===== src/rtl/l2_irq_pkg.sv =====
package l2_irq_pkg;
  localparam int NUM_SRC = 32;
  localparam int ADDR_W  = 5;

  // Byte offsets; the address decode depends on these exact values.
  localparam int OFS_STAT_VIEW = 'h00;
  localparam int OFS_STAT_SET  = 'h04;
  localparam int OFS_STAT_CLR  = 'h08;
  localparam int OFS_MASK_VIEW = 'h0C;
  localparam int OFS_MASK_SET  = 'h10;
  localparam int OFS_MASK_CLR  = 'h14;

  typedef enum logic [1:0] {
    RD_NONE = 2'd0,
    RD_STAT = 2'd1,
    RD_MASK = 2'd2
  } rdSel_e;

  typedef struct packed {
    logic   statSet;
    logic   statClr;
    logic   maskSet;
    logic   maskClr;
    rdSel_e rdSel;
  } regStrobe_t;
endpackage


===== src/rtl/l2_irq_ctrl.sv =====
module l2_irq_ctrl
  import l2_irq_pkg::*;
#(
  parameter int ADDR_W = l2_irq_pkg::ADDR_W
) (
  input  logic [ADDR_W-1:0] busAddr,
  input  logic              busWr,
  output regStrobe_t        strb
);
  always_comb begin
    strb = '0;
    strb.rdSel = RD_NONE;
    if (busAddr == ADDR_W'(OFS_STAT_VIEW)) strb.rdSel = RD_STAT;
    if (busAddr == ADDR_W'(OFS_MASK_VIEW)) strb.rdSel = RD_MASK;
    if (busWr) begin
      strb.statSet = (busAddr == ADDR_W'(OFS_STAT_SET));
      strb.statClr = (busAddr == ADDR_W'(OFS_STAT_CLR));
      strb.maskSet = (busAddr == ADDR_W'(OFS_MASK_SET));
      strb.maskClr = (busAddr == ADDR_W'(OFS_MASK_CLR));
    end
  end
endmodule


===== src/rtl/l2_irq_datapath.sv =====
module l2_irq_datapath
  import l2_irq_pkg::*;
#(
  parameter int NUM_SRC = l2_irq_pkg::NUM_SRC
) (
  input  logic               clk,
  input  logic               rstN,
  input  logic [NUM_SRC-1:0] srcIrq,
  input  logic [NUM_SRC-1:0] busWdata,
  input  regStrobe_t         strb,
  output logic [NUM_SRC-1:0] busRdata,
  output logic [NUM_SRC-1:0] srcPrevQ,
  output logic [NUM_SRC-1:0] statusQ,
  output logic [NUM_SRC-1:0] maskQ,
  output logic               parentIrq
);
  logic [NUM_SRC-1:0] pendVec;

  // Per-source edge detector and pending flag; an edge outranks a clear.
  for (genvar g = 0; g < NUM_SRC; g++) begin : gSrc
    logic riseHit;
    logic setHit;
    logic clrHit;
    assign riseHit = srcIrq[g] & ~srcPrevQ[g];
    assign setHit  = strb.statSet & busWdata[g];
    assign clrHit  = strb.statClr & busWdata[g];

    always_ff @(posedge clk or negedge rstN) begin
      if (!rstN) begin
        srcPrevQ[g] <= 1'b0;
        statusQ[g]  <= 1'b0;
      end else begin
        srcPrevQ[g] <= srcIrq[g];
        statusQ[g]  <= riseHit | setHit | (statusQ[g] & ~clrHit);
      end
    end
  end

  always_ff @(posedge clk or negedge rstN) begin
    if (!rstN) begin
      maskQ <= '1;
    end else if (strb.maskSet) begin
      maskQ <= maskQ | busWdata;
    end else if (strb.maskClr) begin
      maskQ <= maskQ & ~busWdata;
    end
  end

  assign pendVec = statusQ & ~maskQ;

  always_ff @(posedge clk or negedge rstN) begin
    if (!rstN) parentIrq <= 1'b0;
    else       parentIrq <= |pendVec;
  end

  always_comb begin
    unique case (strb.rdSel)
      RD_STAT: busRdata = statusQ;
      RD_MASK: busRdata = maskQ;
      default: busRdata = '0;
    endcase
  end
endmodule


===== src/rtl/l2_irq_agg.sv =====
module l2_irq_agg
  import l2_irq_pkg::*;
#(
  parameter int NUM_SRC = l2_irq_pkg::NUM_SRC,
  parameter int ADDR_W  = l2_irq_pkg::ADDR_W
) (
  input  logic               clk,
  input  logic               rstN,
  input  logic [NUM_SRC-1:0] srcIrq,
  input  logic [ADDR_W-1:0]  busAddr,
  input  logic               busWr,
  input  logic [NUM_SRC-1:0] busWdata,
  output logic [NUM_SRC-1:0] busRdata,
  output logic               parentIrq
);
  regStrobe_t         strb;
  logic [NUM_SRC-1:0] srcPrevQ;
  logic [NUM_SRC-1:0] statusQ;
  logic [NUM_SRC-1:0] maskQ;

  l2_irq_ctrl #(.ADDR_W(ADDR_W)) uCtrl (
    .busAddr (busAddr),
    .busWr   (busWr),
    .strb    (strb)
  );

  l2_irq_datapath #(.NUM_SRC(NUM_SRC)) uDp (
    .clk       (clk),
    .rstN      (rstN),
    .srcIrq    (srcIrq),
    .busWdata  (busWdata),
    .strb      (strb),
    .busRdata  (busRdata),
    .srcPrevQ  (srcPrevQ),
    .statusQ   (statusQ),
    .maskQ     (maskQ),
    .parentIrq (parentIrq)
  );
endmodule


===== config.mk =====
export PLATFORM = sky130hd
export DESIGN_NAME = l2_irq_agg
export DESIGN_NICKNAME = d
export VERILOG_FILES = /design/src/rtl/l2_irq_pkg.sv /design/src/rtl/l2_irq_ctrl.sv /design/src/rtl/l2_irq_datapath.sv /design/src/rtl/l2_irq_agg.sv
export SDC_FILE = /design/constraint.sdc
export NUM_CORES = 1
export LEC_CHECK = 0
export BUFFER_PORTS_ARGS = -buffer_cell sky130_fd_sc_hd__buf_4
export CAP_MARGIN = 20
export CORE_MARGIN = 2
export CORE_UTILIZATION = 57
export DETAILED_ROUTE_END_ITERATION = 16
export HOLD_SLACK_MARGIN = 0.06
export PLACE_DENSITY = 0.94
export SYNTH_ARGS = -nofsm -noshare
export SYNTH_HDL_FRONTEND = slang
export SYNTH_SLANG_ARGS = --single-unit

===== constraint.sdc =====
create_clock -name clk -period 3.2 [get_ports clk]
set_clock_uncertainty 0.2 [all_clocks]
set_input_delay 0.64 -clock clk [delete_from_list [all_inputs] [get_ports clk]]
set_output_delay 0.64 -clock clk [all_outputs]
set_load 0.02 [all_outputs]

==> Word-level counts from Yosys, hierarchy flattened <==
Cells that the tools add are included.
Widths: inputs -> output; s select.
{ "word_totals": {"reg_bits": 97, "in_bits": 72, "out_inout_bits": 33} }
{ "classes": {"n_eq_ne": 7, "n_mux": 6, "bitwise": 261, "n_reduce_logical": 3} }
{ "op_table": {"columns": ["operator", "count"], "rows": [
  ["$and 1x1->1", 128],
  ["$and 32x32->32", 2],
  ["$mux 32", 2],
  ["$not 1->1", 64],
  ["$not 32->32", 2],
  ["$or 1x1->1", 64],
  ["$pmux 32 s2", 1],
  ["$or 32x32->32", 1],
  ["$reduce_or 32->1", 1],
  ["$eq 5x4->1 const B", 2],
  ["$eq 5x5->1 const B", 2],
  ["$eq 5x3->1 const B", 1],
  ["$logic_not 5->1", 1],
  ["$mux 4", 1],
  ["$eq 2x1->1 const B", 1],
  ["$eq 2x2->1 const B", 1],
  ["$mux 2", 1],
  ["$reduce_bool 2->1", 1],
  ["$mux 1", 1]
]} }

==> Depth between registers and ports, before layout <==
{ "logic_depth": {"word_depth": 6, "depth_mapped": 6, "ltp_nobuf": 4} }

==> Cells and area by module <==
From an unflattened synthesis, not the netlist that was laid out.
{ "unflattened": {"cells_unflattened": 409, "hier_area_um2": 4351.7} }
{ "by_module_without_submodules": {"columns": ["mod", "n_inst", "cells_each", "area_per_inst_um2", "seq_area_each_um2"], "rows": [
  ["l2_irq_datapath", 1, 399, 4272.8, 2467.4],
  ["l2_irq_ctrl", 1, 10, 78.8, 0.0]
]} }

==> Worst setup path after synthesis <==
No wires, ideal clock.
{ "synth_timing": {"path_kind": "input-to-output", "startpoint": "in busAddr[2]", "endpoint": "out busRdata[10]", "arrival_time_ps": 1948, "path_slack_ps": 412, "cell_stages": 5, "n_path_buf": 2, "path_cell_list": "buf_6 or4_4 nor2_1 buf_2 a22o_1"} }
{ "synth_via": {"elab_chain_cells": 5, "elab_cells_between_ends": 7} }
{ "synth_rtl": {"columns": ["item", "line_no", "source"], "rows": [
  ["from (decl)", "l2_irq_agg.sv:10", "input logic [ADDR_W-1:0] busAddr,"],
  ["$logic_not 5->1", "l2_irq_ctrl.sv:13", "if (busAddr == ADDR_W'(OFS_STAT_VIEW)) strb.rdSel = RD_STAT;"],
  ["$mux 1", "l2_irq_ctrl.sv:13", null],
  ["$mux 2 (*)", "l2_irq_ctrl.sv:14", "if (busAddr == ADDR_W'(OFS_MASK_VIEW)) strb.rdSel = RD_MASK;"],
  ["$eq 2x2->1 / $eq 2x1->1 (equally long branches)", "l2_irq_datapath.sv:57", "unique case (strb.rdSel)"],
  ["$pmux 32 s2 (*)", "l2_irq_datapath.sv:57", null],
  ["to (decl)", "l2_irq_agg.sv:13", "output logic [NUM_SRC-1:0] busRdata,"]
]} }
Mark *: on every way between the ends. The rest lies on a longest branch, timed or not.

==> Worst setup path after layout <==
{ "layout_timing": {"startpoint": "in busAddr[4]", "endpoint": "out busRdata[19]"} }
The elaborated chain is that of the path after synthesis.

==> flow_summary.ini <==
[placement]
io_buffers = 104
postPlaceCellArea_mm2 = 0.00520
hpwl_um = 7590
gp_congestion = 0.829

[synthesis]
synth_top_area_share_pct = 37.9
ys_types = 21
ys_ff_latch = 97
synth_cells = 372
netlist_area_mm2 = 0.00429
synth_fp_nets = 444
ys_warn_count = 0
ys_seq_area_share_pct = 57.5
yosys-top-cells-area = dfrtp_1 38%, dfstp_2 20%, a221o_1 7.5%
yosys.area.top_type = dfrtp_1
syn_avg_cell_area_um2 = 11.5

[finish]
layout.nets = 548
area_delta_synth_final_pct = 25.1
design_area_mm2 = 0.00537
fin_util_pct = 74.0
layout-drive-gt1-share_pct = 34.1
n_antenna_cell = 0

[min_path]
min_path_type = in2async

[power]
p_leak_nw = 2.57
ir_drop_uv = 394
power_density_mw_per_mm2 = 473

[worst_setup_path]
reg2reg_slack_ps = 1670
crit_fanout = 19
worstPathCellList = buf_4 -> or4_4 -> nor2_2 -> buf_4 -> a22o_1 -> buf_4
crit_arrival_ps = 2050
cp-start-kind = input port
critPathCaptureType = primary output
path_common_cell = buf_4
slowest_stage = or4_4
critPathKind = in2out
worstPathRequired_ps = 2360
critPathMaxStageDelay_ps = 560

[clock_tree]
cts_buffers = 9
cts_tree = built
htreeDepth = 3
post-cts-setup-buffers = 0
root_buffer = clkbuf_8
hold_buffers = 0
clk_latency_ps = 350
cts_max_path_buffers = 2
cts_resized = 0
clk_pin_slew_ps = 100
clock_sinks = 97

[route]
drt_wl_total_um = 10600
antenna_left = 0
num_vias = 3360
drt_iter0_markers = 229
via_per_inst = 5.79
routedWlPerCell_um = 18.3
post-route-drc-count = 0
firstDrtPassIters = 7

[status]
status = finished, final reports clean

[global_routing]
grt_use_total_pct = 27.2
grt.overflow.total = 0
antenna_found_initial = 0
grt_pass1_vias = 3627
grt_pass1_wl_um = 17600
grt_max_degree = 61

[floorplan]
die_y_um = 90.7
die_width_um = 90.7
dieArea_mm2 = 0.00823
start_util_pct = 59.1
num_rows = 31
top_level_ports = 105
core_area_mm2 = 0.00725

[timing]
slew_headroom_pct = 48.7
tns_ps = 0
finalMaxSlewViolations = 0
period_needed_ps = 2890
finalCritPeriodShare_pct = 90.2
worstMarginPinSlew_ps = 769
setup_violations = 0
rsz0062_at_grt = false
final-hold-violation-count = 0
max_freq_ghz = 0.346

[job]
maxCapViolCount = 0
-- worst max-delay path, delay by kind of cell --
kind / cells / cell delay (ps)
and+or+nand+nor: 2 / 680
buffers and inverters: 3 / 530
AOI/OAI and AO/OA: 1 / 200
-- final timing paths --
check,startpoint,end,cells past startpoint
max,busAddr[4],busRdata[19],6
min,rstN,uDp.statusQ[17]$_DFF_PN0_,1
max reg2reg,flip-flop,uDp.parentIrq$_DFF_PN0_,4
min reg2reg,flip-flop,flip-flop,2
max in group asynchronous,rstN,async pin,2
min in group clk,srcIrq[4],uDp.srcPrevQ[4]$_DFF_PN0_,1
-- Yosys cell counts, drive strengths merged --
master  instances
inv            32
nor2b          32
dfrtp          65
dfstp          32
mux2i          32
nor2            3
nand2b          1
a221o          32
nor3            1
nand2          66
buf             7
a22o           32
or4             1
nand4           1
nor4b           1
and3            1
clkbuf         13
and4            4
a22oi          16
-- per-layer routing --
layer | wire, µm | up-vias | global-route usage [%]
li1 | - | 1527 | -
met3 | 665 | 20 | 5.59
met1 | 4320 | 1681 | 34.8
met5 | 0 | - | 0
met4 | 245 | 0 | 11.0
met2 | 5410 | 132 | 45.3
-- cells by family (layout without fill, tap and decap cells) --
logic type / after synthesis / count (layout) / synth area share (%)
multiplexers: 32 / 32 / 7.47
flip-flops: 97 / 97 / 57.5
buffers and inverters: 52 / 161 / 5.34
AO/OA/AOI/OAI: 80 / 80 / 16.8
AND/OR/NAND/NOR: 111 / 111 / 12.9
-- power breakdown --
part	internal [mW]	switching (mW)	total [mW]
logic	0.181	0.209	0.390
registers	1.39	0.0631	1.45
clock network	0.281	0.415	0.696
total	1.85	0.687	2.54
-- per-stage QoR --
stage	power [mW]	cells	hold WS [ps]	setup slack, ps
4_1_cts	2.55	580	175	319
5_1_grt	2.66	580	174	263
3_5_place_dp	1.87	564	288	319
6_report	2.54	580	144	313
3_3_place_gp	1.84	564	278	373
2_1_floorplan	1.65	372	144	412
-- layout make-up --
class | count | area, µm²
Sequential cell | 97 | 2470
Clock buffer | 11 | 131
Timing Repair Buffer | 113 | 886
Fill cell | 497 | 1890
Inverter | 32 | 120
Clock inverter | 5 | 32.5
Multi-Input combinational cell | 223 | 1610
Tap cell | 99 | 124
-- placed cells by master (no fill, tap or decap), drive strengths merged --
master / instances
buf: 113
nand2: 66
dfrtp: 65
a22o: 32
nor2b: 32
a221o: 32
inv: 32
mux2i: 32
dfstp: 32
a22oi: 16
clkbuf: 11
and4: 4
clkinvlp: 3
nor2: 3
clkinv: 2
or4: 1
nor3: 1
and3: 1
nand2b: 1
nand4: 1
nor4b: 1
Power figures use the tool's default switching activity.
